--- config.mk ---
export PLATFORM = sky130hd
export DESIGN_NAME = smb_host_regs
export DESIGN_NICKNAME = d
export VERILOG_FILES = /design/src/rtl/smb_host_pkg.sv /design/src/rtl/smb_ctrl_reg.sv /design/src/rtl/smb_status_flags.sv /design/src/rtl/smb_data_regs.sv /design/src/rtl/smb_host_regs.sv
export SDC_FILE = /design/constraint.sdc
export NUM_CORES = 1
export LEC_CHECK = 0
export ABC_AREA = 0
export BUFFER_PORTS_ARGS = -buffer_cell sky130_fd_sc_hd__buf_2
export CAP_MARGIN = 20
export CORE_UTILIZATION = 56
export CTS_CLUSTER_DIAMETER = 150
export DETAILED_ROUTE_END_ITERATION = 10
export GPL_TIMING_DRIVEN = 0
export HOLD_SLACK_MARGIN = 0.12
export PLACE_DENSITY = 0.86
export SLEW_MARGIN = 30
export SYNTH_ARGS = -nofsm -noshare
export SYNTH_HDL_FRONTEND = slang
export SYNTH_SLANG_ARGS = --single-unit
--- constraint.sdc ---
create_clock -name clk -period 1.5 [get_ports clk]
set_input_delay 0 -clock clk [delete_from_list [all_inputs] [get_ports clk]]
set_output_delay 0 -clock clk [all_outputs]
set_load 0.02 [all_outputs]
--- src/rtl/smb_host_pkg.sv ---
package smb_host_pkg;

  localparam int BYTE_W = 8;

  // register offsets
  localparam int OFS_STAT  = 'h0;
  localparam int OFS_CTRL  = 'h2;
  localparam int OFS_CMD   = 'h3;
  localparam int OFS_TADDR = 'h4;
  localparam int OFS_D0    = 'h5;
  localparam int OFS_D1    = 'h6;
  localparam int OFS_BLK   = 'h7;
  localparam int OFS_SLV   = 'h9;

  // status bit positions
  localparam int ST_BUSY  = 0;
  localparam int ST_OK    = 1;
  localparam int ST_DEV   = 2;
  localparam int ST_BUS   = 3;
  localparam int ST_FAIL  = 4;
  localparam int ST_ALERT = 5;
  localparam int ST_INUSE = 6;
  localparam int ST_BYTE  = 7;

  // control bit positions
  localparam int CT_IE    = 0;
  localparam int CT_KILL  = 1;
  localparam int CT_TLO   = 2;
  localparam int CT_LAST  = 5;
  localparam int CT_START = 6;
  localparam int CT_PEC   = 7;

  // data byte register set
  localparam int NUM_DREG = 6;
  typedef enum logic [2:0] {
    DR_CMD   = 3'd0,
    DR_TADDR = 3'd1,
    DR_D0    = 3'd2,
    DR_D1    = 3'd3,
    DR_BLK   = 3'd4,
    DR_SLV   = 3'd5
  } dreg_e;

  typedef enum logic [1:0] {
    LD_D0  = 2'd0,
    LD_D1  = 2'd1,
    LD_BLK = 2'd2,
    LD_NONE = 2'd3
  } ld_sel_e;

  typedef struct packed {
    logic       pec;
    logic       last;
    logic [2:0] ttype;
    logic       ie;
  } ctrl_t;

  function automatic int dreg_offset(input int idx);
    case (idx)
      0: dreg_offset = OFS_CMD;
      1: dreg_offset = OFS_TADDR;
      2: dreg_offset = OFS_D0;
      3: dreg_offset = OFS_D1;
      4: dreg_offset = OFS_BLK;
      default: dreg_offset = OFS_SLV;
    endcase
  endfunction

  // which load select (if any) targets a data register
  function automatic int dreg_load_sel(input int idx);
    case (idx)
      2: dreg_load_sel = 0;
      3: dreg_load_sel = 1;
      4: dreg_load_sel = 2;
      default: dreg_load_sel = -1;
    endcase
  endfunction

endpackage

--- src/rtl/smb_ctrl_reg.sv ---
module smb_ctrl_reg
  import smb_host_pkg::*;
(
  input  logic              clk,
  input  logic              rst_n,
  input  logic              wr_en,
  input  logic [BYTE_W-1:0] wdata,
  input  logic              busy,
  output ctrl_t             ctrl,
  output logic              start_ok,
  output logic              kill_ok,
  output logic              start_pulse,
  output logic              kill_pulse
);

  ctrl_t ctrl_q, ctrl_d;
  logic  start_q, start_d;
  logic  kill_q, kill_d;

  // kill wins over a start carried in the same write
  assign kill_ok  = wr_en & wdata[CT_KILL];
  assign start_ok = wr_en & wdata[CT_START] & ~busy & ~wdata[CT_KILL];

  always_comb begin
    ctrl_d = ctrl_q;
    if (wr_en) begin
      ctrl_d.ie    = wdata[CT_IE];
      ctrl_d.ttype = wdata[CT_TLO+2:CT_TLO];
      ctrl_d.last  = wdata[CT_LAST];
      ctrl_d.pec   = wdata[CT_PEC];
    end
    start_d = start_ok;
    kill_d  = kill_ok;
  end

  always_ff @(posedge clk or negedge rst_n) begin
    if (!rst_n) begin
      ctrl_q  <= '0;
      start_q <= 1'b0;
      kill_q  <= 1'b0;
    end else begin
      ctrl_q  <= ctrl_d;
      start_q <= start_d;
      kill_q  <= kill_d;
    end
  end

  assign ctrl        = ctrl_q;
  assign start_pulse = start_q;
  assign kill_pulse  = kill_q;

endmodule

--- src/rtl/smb_status_flags.sv ---
module smb_status_flags
  import smb_host_pkg::*;
(
  input  logic              clk,
  input  logic              rst_n,
  input  logic              sw_wr,
  input  logic              sw_rd,
  input  logic [BYTE_W-1:0] sw_wdata,
  input  logic              start_ok,
  input  logic              kill_ok,
  input  logic              eng_done,
  input  logic              eng_dev_err,
  input  logic              eng_bus_err,
  input  logic              eng_byte,
  input  logic              alert_in,
  output logic [BYTE_W-1:0] status
);

  logic [BYTE_W-1:0] flag_q, flag_d;
  logic [BYTE_W-1:0] set_vec;
  logic              term;

  assign term = kill_ok | eng_done | eng_dev_err | eng_bus_err;

  always_comb begin
    set_vec           = '0;
    set_vec[ST_OK]    = eng_done;
    set_vec[ST_DEV]   = eng_dev_err;
    set_vec[ST_BUS]   = eng_bus_err;
    set_vec[ST_FAIL]  = kill_ok;
    set_vec[ST_ALERT] = alert_in;
    set_vec[ST_INUSE] = sw_rd & ~flag_q[ST_INUSE];
    set_vec[ST_BYTE]  = eng_byte;
  end

  // busy: start has priority over a terminating strobe
  always_comb begin
    if (start_ok)
      flag_d[ST_BUSY] = 1'b1;
    else if (term)
      flag_d[ST_BUSY] = 1'b0;
    else
      flag_d[ST_BUSY] = flag_q[ST_BUSY];
  end

  // write-one-to-clear flags, hardware set wins
  for (genvar i = 1; i < BYTE_W; i++) begin : g_w1c
    always_comb begin
      flag_d[i] = set_vec[i] | (flag_q[i] & ~(sw_wr & sw_wdata[i]));
    end
  end

  always_ff @(posedge clk or negedge rst_n) begin
    if (!rst_n)
      flag_q <= '0;
    else
      flag_q <= flag_d;
  end

  assign status = flag_q;

endmodule

--- src/rtl/smb_data_regs.sv ---
module smb_data_regs
  import smb_host_pkg::*;
#(
  parameter int ADDR_W = 4
) (
  input  logic              clk,
  input  logic              rst_n,
  input  logic              sw_wr,
  input  logic [ADDR_W-1:0] sw_addr,
  input  logic [BYTE_W-1:0] sw_wdata,
  input  logic              ld_en,
  input  logic [1:0]        ld_sel,
  input  logic [BYTE_W-1:0] ld_data,
  output logic [BYTE_W-1:0] dreg [NUM_DREG]
);

  logic [BYTE_W-1:0] q [NUM_DREG];
  logic [BYTE_W-1:0] d [NUM_DREG];

  for (genvar i = 0; i < NUM_DREG; i++) begin : g_reg
    localparam int OFS = dreg_offset(i);
    localparam int LDS = dreg_load_sel(i);
    logic sw_hit;
    logic ld_hit;

    assign sw_hit = sw_wr && (sw_addr == ADDR_W'(OFS));

    if (LDS >= 0) begin : g_ld
      assign ld_hit = ld_en && (ld_sel == 2'(LDS));
    end else begin : g_nold
      assign ld_hit = 1'b0;
    end

    // engine load wins over software
    always_comb begin
      if (ld_hit)
        d[i] = ld_data;
      else if (sw_hit)
        d[i] = sw_wdata;
      else
        d[i] = q[i];
    end

    always_ff @(posedge clk or negedge rst_n) begin
      if (!rst_n)
        q[i] <= '0;
      else
        q[i] <= d[i];
    end

    assign dreg[i] = q[i];
  end

endmodule

--- src/rtl/smb_host_regs.sv ---
module smb_host_regs
  import smb_host_pkg::*;
#(
  parameter int ADDR_W = 4
) (
  input  logic              clk,
  input  logic              rst_n,
  input  logic [ADDR_W-1:0] reg_addr,
  input  logic              reg_wr,
  input  logic              reg_rd,
  input  logic [7:0]        reg_wdata,
  output logic [7:0]        reg_rdata,
  output logic              eng_start,
  output logic              eng_kill,
  output logic [2:0]        eng_type,
  output logic              eng_pec,
  output logic              eng_last,
  output logic              eng_hold,
  output logic [7:0]        eng_cmd,
  output logic [7:0]        eng_taddr,
  output logic [7:0]        eng_data0,
  output logic [7:0]        eng_data1,
  output logic [7:0]        eng_blk,
  output logic [7:0]        eng_slv,
  input  logic              eng_done,
  input  logic              eng_dev_err,
  input  logic              eng_bus_err,
  input  logic              eng_byte,
  input  logic              eng_load,
  input  logic [1:0]        eng_lsel,
  input  logic [7:0]        eng_ldata,
  input  logic              alert_in,
  output logic              irq
);

  logic              hit_stat, hit_ctrl;
  logic              start_ok, kill_ok;
  logic [BYTE_W-1:0] status_q;
  ctrl_t             ctrl_q;
  logic [BYTE_W-1:0] dreg [NUM_DREG];
  logic [BYTE_W-1:0] ctrl_rd;

  assign hit_stat = (reg_addr == ADDR_W'(OFS_STAT));
  assign hit_ctrl = (reg_addr == ADDR_W'(OFS_CTRL));

  smb_ctrl_reg u_ctrl (
    .clk         (clk),
    .rst_n       (rst_n),
    .wr_en       (reg_wr & hit_ctrl),
    .wdata       (reg_wdata),
    .busy        (status_q[ST_BUSY]),
    .ctrl        (ctrl_q),
    .start_ok    (start_ok),
    .kill_ok     (kill_ok),
    .start_pulse (eng_start),
    .kill_pulse  (eng_kill)
  );

  smb_status_flags u_stat (
    .clk         (clk),
    .rst_n       (rst_n),
    .sw_wr       (reg_wr & hit_stat),
    .sw_rd       (reg_rd & hit_stat),
    .sw_wdata    (reg_wdata),
    .start_ok    (start_ok),
    .kill_ok     (kill_ok),
    .eng_done    (eng_done),
    .eng_dev_err (eng_dev_err),
    .eng_bus_err (eng_bus_err),
    .eng_byte    (eng_byte),
    .alert_in    (alert_in),
    .status      (status_q)
  );

  smb_data_regs #(.ADDR_W(ADDR_W)) u_data (
    .clk      (clk),
    .rst_n    (rst_n),
    .sw_wr    (reg_wr),
    .sw_addr  (reg_addr),
    .sw_wdata (reg_wdata),
    .ld_en    (eng_load),
    .ld_sel   (eng_lsel),
    .ld_data  (eng_ldata),
    .dreg     (dreg)
  );

  always_comb begin
    ctrl_rd             = '0;
    ctrl_rd[CT_IE]      = ctrl_q.ie;
    ctrl_rd[CT_TLO+2:CT_TLO] = ctrl_q.ttype;
    ctrl_rd[CT_LAST]    = ctrl_q.last;
    ctrl_rd[CT_PEC]     = ctrl_q.pec;
  end

  always_comb begin
    reg_rdata = '0;
    case (reg_addr)
      ADDR_W'(OFS_STAT):  reg_rdata = status_q;
      ADDR_W'(OFS_CTRL):  reg_rdata = ctrl_rd;
      ADDR_W'(OFS_CMD):   reg_rdata = dreg[DR_CMD];
      ADDR_W'(OFS_TADDR): reg_rdata = dreg[DR_TADDR];
      ADDR_W'(OFS_D0):    reg_rdata = dreg[DR_D0];
      ADDR_W'(OFS_D1):    reg_rdata = dreg[DR_D1];
      ADDR_W'(OFS_BLK):   reg_rdata = dreg[DR_BLK];
      ADDR_W'(OFS_SLV):   reg_rdata = dreg[DR_SLV];
      default:            reg_rdata = '0;
    endcase
  end

  assign eng_type  = ctrl_q.ttype;
  assign eng_pec   = ctrl_q.pec;
  assign eng_last  = ctrl_q.last;
  assign eng_hold  = status_q[ST_BYTE];
  assign eng_cmd   = dreg[DR_CMD];
  assign eng_taddr = dreg[DR_TADDR];
  assign eng_data0 = dreg[DR_D0];
  assign eng_data1 = dreg[DR_D1];
  assign eng_blk   = dreg[DR_BLK];
  assign eng_slv   = dreg[DR_SLV];

  assign irq = ctrl_q.ie & (|status_q[ST_FAIL:ST_OK]);

endmodule

# After elaboration in Yosys (flattened, before gate mapping)

Index checks and enable logic that the tools add are counted.

Logic and storage cells: 91
Register bits: 64
Output and inout bits: 65
Bits of input ports: 32

Reduce and logical (&&, ||, !) cells: 16
Muxes and demuxes: 9
Equal/unequal tests: 9
Bitwise gates (word level): 43

Operators by type and width:

| cell                                                            | count |
|---|---|
| 8-bit case mux with 8 select lines                              | 1 |
| 8-bit two-way mux                                               | 6 |
| 1-bit AND                                                       | 23 |
| 4-bit by 3-bit == test with 1-bit output, second input constant | 4 |
| 1-bit inverter                                                  | 10 |
| 1-bit bitwise OR                                                | 10 |
| 1-bit logical AND                                               | 9 |
| 4-bit by 2-bit == test with 1-bit output, second input constant | 2 |
| 2-bit nonzero test                                              | 4 |
| 4-bit == test, second input constant                            | 1 |
| 4-bit logical NOT                                               | 1 |
| 4-bit OR reduction                                              | 1 |
| 2-bit by 1-bit == test with 1-bit output, second input constant | 1 |
| 2-bit == test, second input constant                            | 1 |
| 2-bit logical NOT                                               | 1 |
| 1-bit two-way mux                                               | 2 |

# Longest topological paths before layout

Gate-level depths: netlist of run 1.

Depth after elaboration: 8
Gate-level depth with buffers: 6
Mapped depth without buffers: 4

# By module

Synthesis of run 1 repeated with hierarchy kept, for this count alone.

Cell total of the unflattened synthesis: 343
Area total of the unflattened synthesis: 3544.6 µm²

Modules (own cells, without submodules):

| module           | area each (µm²) | sequential area each (µm²) | instances | cells each |
|---|---|---|---|---|
| smb_data_regs    | 2145.8          | 1201.2                     | 1         | 196 |
| smb_host_regs    | 784.5           | 0.0                        | 1         | 106 |
| smb_ctrl_reg     | 321.6           | 200.2                      | 1         | 17 |
| smb_status_flags | 292.8           | 200.2                      | 1         | 24 |

# Worst setup path before layout of run 1

OpenSTA, ideal clock, no wires.

Kind: in2out
Start point: input port reg_addr[2]
End point: output port reg_rdata[6]
Required time: 1.500 ns
Arrival: 1.271 ns
Cell stages on the path: 6
Buffers on the path: 3
Slack: 0.229 ns
Path through: buf_2 -> buf_2 -> buf_2 -> nor3b_1 -> a31oi_1 -> o31ai_1

Word-level cells in the longest chain between the ends: 2
Elaborated cells between the ends (all ways): 9
Those cells by class: eq/ne (7); mux (1); reduce/logical (1)

RTL lines:

| element                               | RTL line            | source |
|---|---|---|
| start: declaration                    | smb_host_regs.sv:8  | `input logic [ADDR_W-1:0] reg_addr,` |
| 4-bit == test (tied with other cells) | smb_host_regs.sv:97 | `case (reg_addr)` |
| 8-bit case mux with 8 select lines *  | smb_host_regs.sv:97 |  |
| end: declaration                      | smb_host_regs.sv:12 | `output logic [7:0] reg_rdata,` |

Mark *: on every way between the ends. The rest lies on a longest branch, timed or not.

# Worst setup path after layout of run 1

Start point: register u_ctrl.ctrl[0] (netlist name)
End point: output port reg_rdata[0]

Word-level cells in the longest chain between the ends: 1

RTL lines:

| element                            | RTL line |
|---|---|
| 8-bit case mux with 8 select lines | smb_host_regs.sv:97 |

Every way passes these cells.

==> impl_summary.md, run 1 <==
Final layout
The number of standard cells in the final layout excluding fillers is 509. From synthesis to final layout, the design area changed by 33.6%. The antenna diode instance count is 0. Fill cells in the final layout number 359.

Of the cells placed in the final design, the portion with a size suffix greater than 1 is 38.7%. At the end of the flow, the number of nets in the layout was 464.

Timing
In the post-route analysis, the smallest setup slack over all paths is -0.114 ns. Subtracting the final worst setup slack from the clock period gives 1.61 ns. Setup repair after global routing could not meet its margin everywhere. The portion of the clock cycle consumed by the worst path in the final layout is 108%. After routing, the total negative slack on setup checks comes to -0.646 ns. The number of max-slew violations in the final report is 0. Setup violations remaining at the end of the flow were counted as 8. The final-report hold violation count is 0. The maximum clock skew at final layout is 0.000266 ns. The worst pin sits at a relative slew slack of 57.4%.

The highest achievable clock rate is 619 MHz. The measured slew at the worst slew-check pin is 0.639 ns.

Critical path
STA classifies the critical path startpoint as a flip-flop. For the worst setup path, the data required time is 1.50 ns. The sort of element at the end of the critical path is an output pin.

The end of the worst register-to-register path is u_data.dreg[16]$_DFFE_PN0P_. In this run the register-to-register setup slack is 0.45 ns. In this run the critical register-to-register path is launched from u_data.dreg[16]$_DFFE_PN0P_. The critical path in this run is classified as flip-flop to output pin. The number of cells on the worst reg-to-reg path is 3. STA puts the critical path data arrival time at 1.61 ns.

The largest fanout on the critical path is 3.

Run status
The final reports fail on negative setup slack. The flow ran to the end, but the final reports show violations.

Power and ir drop
Summed over all cells, the static leakage comes to 1.98 nW. The worst IR drop on VDD is 985 µV. Power spread over the standard cell area amounts to 1270 nW/µm².

Clocking
TritonCTS built the clock tree. After clock tree synthesis, the clock-pin slew on the worst setup and hold paths is 0.07 ns. The clock latency of the later-clocked register in the worst-skew pair is 0.34 ns. The number of H-tree branching levels is 3. The clock passes through at most 2 buffers. The number of buffers created by CTS is 9. The cell at the root of the clock tree is clkbuf_8. The tree built by TritonCTS fans out to 64 sinks.

Min path
The worst hold path stage count is 5. The startpoint identified for the worst hold timing path is reg_addr[3]. The worst hold path terminates at u_ctrl.ctrl[3]$_DFFE_PN0N_. The type of the worst min-delay path is input port to flip-flop.

Die
After floorplanning, the core was divided into 27 placement rows. The die is 78.4 µm tall. For this configuration, the core starts out at a cell density of 58.7%. The width of the die is 78.4 µm.

In this run the standard cell core region covers 5570 µm². 97 I/O pins were placed. The die covers 6150 µm².

Drt
In this run the remaining antenna-violating nets after routing total 0. The routed layout has 3112 vias. The wire length reported by the detailed router is 10000 µm.

After the first detailed-routing iteration, the DRC count stood at 330. The first-pass detailed-route iteration total is 8. The post-route DRC violation count is 0. The average detailed-routed wire length per instance is 19.7 µm.

Dividing the detail-routed via count by the number of cells gives 6.11.

GRT
The initial antenna violation count is 0. The global route total overflow is 0. The total track usage is 33.8%.

The global-route wire length before repair is 15400 µm. The maximum number of pins on one net before global-route repair is 47. The via count of the first global-routing pass is 3011.

Placed design
The congestion estimate from routability-driven global placement came to 0.940. The setup slack at placement is -0.0126 ns. In this run, placement finished with an instance count of 460. Buffers placed on the I/O ports in this run total 91. Detailed placement finished with a half-perimeter wire length of 6560 µm.

Synthesis
Sorting the synthesized cells by area gives the leading types as dfrtp_1, mux2_2, mux2i_1. After synthesis the cells add up to 3270 µm². After synthesis, the largest area contributor takes up 49.0% of total cell area.

The number of flops mapped to enable cells by yosys is 0. Synthesis handed over a netlist of 296 instances. In the synthesized netlist the dominant register cell turns out to be dfrtp_1. The synthesized netlist contains 41 unique library cells. The largest total area in the synthesized netlist belongs to dfrtp_1. The share of the Yosys chip area taken by registers is 49.0%. The Yosys step of the flow raised 0 warnings. The async set-or-reset flop fraction in the synthesized netlist is 100%. In this run the mean area of a mapped cell was 11.0 µm². The synthesized design contains 64 register bits. Counting every net in the synthesized netlist gives 328.

Job
The number of maximum-capacitance violations is 0.
-- critical path: stages, from the launching register on --
cell and delay, ns:
dfrtp_1 0.42, mux4_2 0.48, nand2_1 0.09, o21ai_1 0.10, buf_2 0.19
-- placed cells by master, fill, tap and decap left out, types with 3 or more instances in the layout --
master         synthesis  final
clkbuf_8               0     11
nor2_1                21     21
nand2_1               42     42
mux2i_1               26     26
buf_4                  4     14
a22oi_1                4      4
o21ai_0               16     12
mux2_2                30     28
nor2b_1                4      4
clkbuf_1               6      8
dfrtp_1               64     64
dlygate4sd3_1          0     26
nand3b_1               3      3
a31oi_1                3      3
a222oi_1               5      5
mux4_2                 5      5
a21oi_1               16     16
nor3b_1                4      4
a21o_1                 6      6
o21ai_1                0      4
buf_2                  8     96
-- state kept, by name (all words and copies together), names as in the netlist --
register            flops
u_data.dreg            48
u_ctrl.ctrl             6
u_ctrl.start_pulse      1
u_stat.status           8
u_ctrl.kill_pulse       1
-- routing by layer --
| metal | up-vias | GRT usage [%] | wire [µm] |
|---|---|---|---|
| met1 | 1532 | 44.8 | 3980 |
| met2 | 206 | 54.6 | 4980 |
| li1 | 1343 | - | - |
| met3 | 31 | 5.00 | 798 |
| met4 | 0 | 16.7 | 278 |
| met5 | - | 0 | 0 |
-- logic make-up (layout without fill, tap and decap cells) --
logic type | after synthesis | count (layout) | synth area share [%]
simple gates | 93 | 93 | 14.7
flops | 64 | 64 | 49.0
buf+inv | 21 | 162 | 3.41
mux | 61 | 61 | 21.7
compound gates | 57 | 57 | 11.1
-- stage by stage --
stage | hold slack, ns | area, µm² | total power, mW | utilization (%)
2_1_floorplan | -0.296 | 3270 | 3.27 | -
3_3_place_gp | 0.179 | 3810 | 3.83 | 68.4
3_5_place_dp | -0.0937 | 3840 | 3.90 | 69.0
4_1_cts | 0.137 | 4350 | 5.47 | 78.0
5_1_grt | 0.159 | 4370 | 5.74 | 78.4
6_report | 0.139 | 4370 | 5.55 | 78.4
-- worst max path at each step --
stage                                      startpoint                     endpoint  slack, ns  cells past startpoint
after floorplan                           reg_addr[2]                 reg_rdata[6]       0.23                      6
after global placement                    reg_addr[2]   u_data.dreg[6]$_DFFE_PN0P_      -0.01                      4
after detailed placement                  reg_addr[3]  u_data.dreg[39]$_DFFE_PN0P_      -0.01                      5
after CTS                 u_data.dreg[34]$_DFFE_PN0P_                 reg_rdata[2]      -0.10                      4
after global routing      u_data.dreg[34]$_DFFE_PN0P_                 reg_rdata[2]      -0.19                      4
final                      u_ctrl.ctrl[0]$_DFFE_PN0N_                 reg_rdata[0]      -0.11                      4
-- cell usage after synthesis (all sizes together) (2+ instances only) --
cell / number
mux4: 5
buf: 13
nor2b: 4
nand2b: 2
nand2: 42
a22oi: 4
dfrtp: 64
a21o: 6
o22a: 2
nor3b: 4
nor2: 25
and2: 2
mux2: 30
and3: 2
a21oi: 16
inv: 2
a222oi: 5
nand3b: 3
clkbuf: 6
o21ai: 16
a31oi: 3
mux2i: 26
nor4b: 2
-- final cells by class --
type | instances | area, µm² | area share, %
Sequential cell | 64 | 1600 | 36.7
Multi-Input combinational cell | 211 | 1560 | 35.8
Timing Repair Buffer | 125 | 803 | 18.4
Clock buffer | 13 | 159 | 3.64
Buffer | 19 | 104 | 2.38
Tap cell | 72 | 90.1 | 2.06
Clock inverter | 3 | 40.0 | 0.916
Inverter | 2 | 7.51 | 0.172
-- where the power goes --
group	internal [mW]	switching, mW	total [mW]	leakage [nW]
combinational	0.728	0.972	1.70	1.12
clock	0.854	0.662	1.52	0.103
sequential	2.05	0.288	2.33	0.756
total	3.63	1.92	5.55	1.98
-- repair_timing --
action	in CTS	in global routing
setup endpoints to repair	7	26
hold endpoints to repair	125	18
hold buffers	26	1
setup buffers	4	3
resized for setup	8	0
pin swaps	6	2
Power figures use the tool's default switching activity.
==> run 2: changes to the inputs <==
--- a/config.mk
+++ b/config.mk
@@ -13,6 +13,7 @@
 export DETAILED_ROUTE_END_ITERATION = 10
 export GPL_TIMING_DRIVEN = 0
 export HOLD_SLACK_MARGIN = 0.12
+export MAX_ROUTING_LAYER = met4
 export PLACE_DENSITY = 0.86
 export SLEW_MARGIN = 30
 export SYNTH_ARGS = -nofsm -noshare
==> impl_summary.md, run 2 (synthesized netlist as in run 1, its figures left out) <==
Power and ir drop
The part of the total power dissipated in combinational logic came to 30.2% (was 30.6%). The clock network fraction of total power was 29.7% (was 27.3%). The net switching share of the total power is 32.8% (was 34.6%). The sequential fraction of design power is 40.1% (was 42.0%). The power per cell area was 1310 nW/µm² (was 1270 nW/µm²). The worst IR drop on VDD is 933 µV (was 985 µV). The static leakage is 2.00 nW (was 1.98 nW).

The reported net switching power is 1.90 mW (was 1.92 mW). The internal cell power is 3.89 mW (was 3.63 mW).

GRT
The global-route wire length before repair is 15200 µm (was 15400 µm). The via count of the first global-routing pass is 2994 (was 3011). The maximum number of pins on one net before global-route repair is 65 (was 47). The initial antenna violation count is 0 (unchanged). The total track usage is 34.0% (was 33.8%). The global route total overflow came to 0 (unchanged).

Timing
The tightest slew margin relative to the limit is 46.2% (was 57.4%). The highest achievable clock rate is 623 MHz (was 619 MHz). The worst setup slack after layout was -0.106 ns (was -0.114 ns). Setup repair after global routing missed its margin: true (unchanged). The minimum clock period is 1.61 ns (about the same). The maximum clock skew at final layout was 0.0000480 ns (was 0.000266 ns). The portion of the clock cycle consumed by the worst path in the final layout was 107% (was 108%). The final-report hold violation count is 0 (unchanged). The number of max-slew violations in the final report is 0 (unchanged).

The final sum of negative setup slack was -0.453 ns (was -0.646 ns). The count of final setup violators came to 7 (was 8). The measured slew at the worst slew-check pin is 0.807 ns (was 0.639 ns).

Critical path
The launching instance or port of the critical path is u_stat.status[2]$_DFF_PN0_ (was u_ctrl.ctrl[0]$_DFFE_PN0N_). The launch point of the worst reg-to-reg path is u_stat.status[0]$_DFFE_PN0P_ (was u_data.dreg[16]$_DFFE_PN0P_). The data arrival at the endpoint of the critical path is 1.61 ns (about the same).

The sort of element at the end of the critical path is an output pin (unchanged). The category of the worst setup path launch point is a flip-flop (unchanged). The longest individual stage delay on the worst path is 0.38 ns (was 0.48 ns). The slack of the worst reg-to-reg path is 0.40 ns (was 0.45 ns).

The cell type of the slowest stage on the worst timing path was dfrtp_1 (was mux4_2). Cell-by-cell listing of the critical path: mux2_2 > a222oi_1 > o21ai_1 > buf_4 (was mux4_2 > nand2_1 > o21ai_1 > buf_2). The largest fanout on the critical path is 2 (was 3).

The critical setup path kind is flip-flop to output pin (unchanged). The data required time at the worst endpoint is 1.50 ns (about the same).

Die
The initial core utilization is 58.7% (unchanged). The placeable core region was 5570 µm² (unchanged). The die outline area is 6150 µm² (unchanged). The height of the die is 78.4 µm (unchanged). The number of top-level design ports came to 97 (unchanged).

The number of placement rows is 27 (unchanged). The width of the die is 78.4 µm (unchanged).

Clocking
The TritonCTS clock tree is built (unchanged). The number of buffers created by CTS is 9 (unchanged). The clock latency of the later-clocked register in the worst-skew pair is 0.33 ns (was 0.34 ns). The number of H-tree branching levels is 3 (unchanged). The cell at the root of the clock tree is clkbuf_8 (unchanged).

The number of clock sinks seen by CTS is 64 (unchanged). The worst-case clock buffer depth is 2 (unchanged). The clock-pin transition on the worst setup and hold timing paths is 0.07 ns (about the same).

Drt
The wire length reported by the detailed router is 9550 µm (was 10000 µm). The first-pass detailed-route iteration total was 5 (was 8). The number of DRC markers in iteration 0 is 293 (was 330). The post-route DRC violation count came to 0 (unchanged). The count of antenna-violating nets left after detailed routing is 0 (unchanged). The via total after detailed routing came to 3023 (was 3112). The average detailed-routed wire length per instance came to 18.7 µm (was 19.7 µm). The via density per instance is 5.90 (was 6.11).

Final layout
The flip-flop count of the largest register after layout is 48 (unchanged). The final core utilization is 79.3% (was 78.4%). The fraction of final layout cells with drive strength greater than 1 is 40.7% (was 38.7%). The flip-flop and latch area was 1600 µm² (unchanged). The multi-input logic area is 1580 µm² (was 1560 µm²). The most frequent standard cell in the layout excluding fill and tap cells is buf_2 (unchanged). The antenna diode instance count is 0 (unchanged). Commonest non-fill, non-tap cells in the layout: buf_2, dfrtp_1, nand2_1 (unchanged).

The count of fill cells added during filler insertion is 352 (was 359). The layout-stage area growth over the synthesis result is 35.2% (was 33.6%). The layout net count is 467 (was 464).

Job
The number of maximum-capacitance violations is 0 (unchanged).

Run status
Outcome: finished, violations left (unchanged). Violated checks: negative setup slack (unchanged).

Placed design
The HPWL reported at the end of detailed placement came to 6380 µm (was 6560 µm). The routability congestion estimate is 0.959 (was 0.940). The setup slack at placement is -0.0173 ns (was -0.0126 ns). The number of input and output port buffers inserted is 91 (unchanged).

Min path
The type of the worst min-delay path is input port to flip-flop (unchanged). The launch instance of the worst min-delay path is reg_wdata[6] (was reg_addr[3]).
-- run 2: cell count changes in the layout (fill, tap and decap cells not counted), moves of 2 or more --
| cell | delta |
|---|---|
| dlygate4sd3_1 | -3 |
| o21ai_1 | +2 |
| buf_2 | -3 |
| o21ai_0 | -3 |
| buf_4 | +10 |
| clkinv_2 | -2 |
-- run 2: worst paths after layout --
path                       cells past startpoint                           end
max                                            4                  reg_rdata[2]
min                                            2  u_ctrl.start_pulse$_DFF_PN0_
max reg2reg                                    4  u_stat.status[0]$_DFFE_PN0P_
min reg2reg                                    1    u_stat.status[5]$_DFF_PN0_
max in group asynchronous                      2    u_stat.status[3]$_DFF_PN0_
min in group asynchronous                      2   u_data.dreg[23]$_DFFE_PN0P_
-- run 2: final cells by class --
cell class,count,share of cell area (%)
tap,72,2.04
clock buffer,14,3.91
clock inverter,2,1.36
multi-input combinational,211,35.7
timing repair buffer,128,18.2
buffer,19,2.35
sequential,64,36.2
inverter,2,0.170
-- run 2: timing repair --
action | CTS | global route
gates resized for setup | 13 | 5
hold buffers | 23 | 0
endpoints found under the setup margin | 7 | 8
pin swaps | 12 | 5
cloned | 0 | 0
hold endpoints to repair | 125 | 0
setup buffers | 10 | 4
-- run 2: through the flow --
stage,cell area (µm²),power (mW),hold WS (ns),std cells
after detailed placement,3820,3.88,0.140,459
after global routing,4420,6.02,0.148,512
after CTS,4380,5.73,0.124,508
after floorplan,3270,3.27,-0.296,296
after global placement,3810,3.83,0.178,459
final,4420,5.79,0.146,512
-- run 2: critical path, delay by kind of cell (launching register included) --
family / cells / cell delay [ns]
compound gates: 2 / 0.43
buf+inv: 1 / 0.18
flops: 1 / 0.38
mux: 1 / 0.27
-- run 2: power groups by stage --
stage          clock, mW  combinational (mW)  sequential, mW
2_1_floorplan          0               0.637            2.63
3_3_place_gp           0                1.50            2.33
3_5_place_dp           0                1.54            2.34
4_1_cts             1.73                1.70            2.30
5_1_grt             1.81                1.86            2.35
6_report            1.72                1.75            2.32
-- run 2: routing by layer --
layer / vias to the layer above / global-route usage [%] / wire length [µm]
li1: 1346 / - / -
met1: 1478 / 43.3 / 3910
met2: 173 / 53.9 / 4780
met3: 26 / 5.23 / 623
met4: 0 / 15.6 / 235
met5: - / - / 0
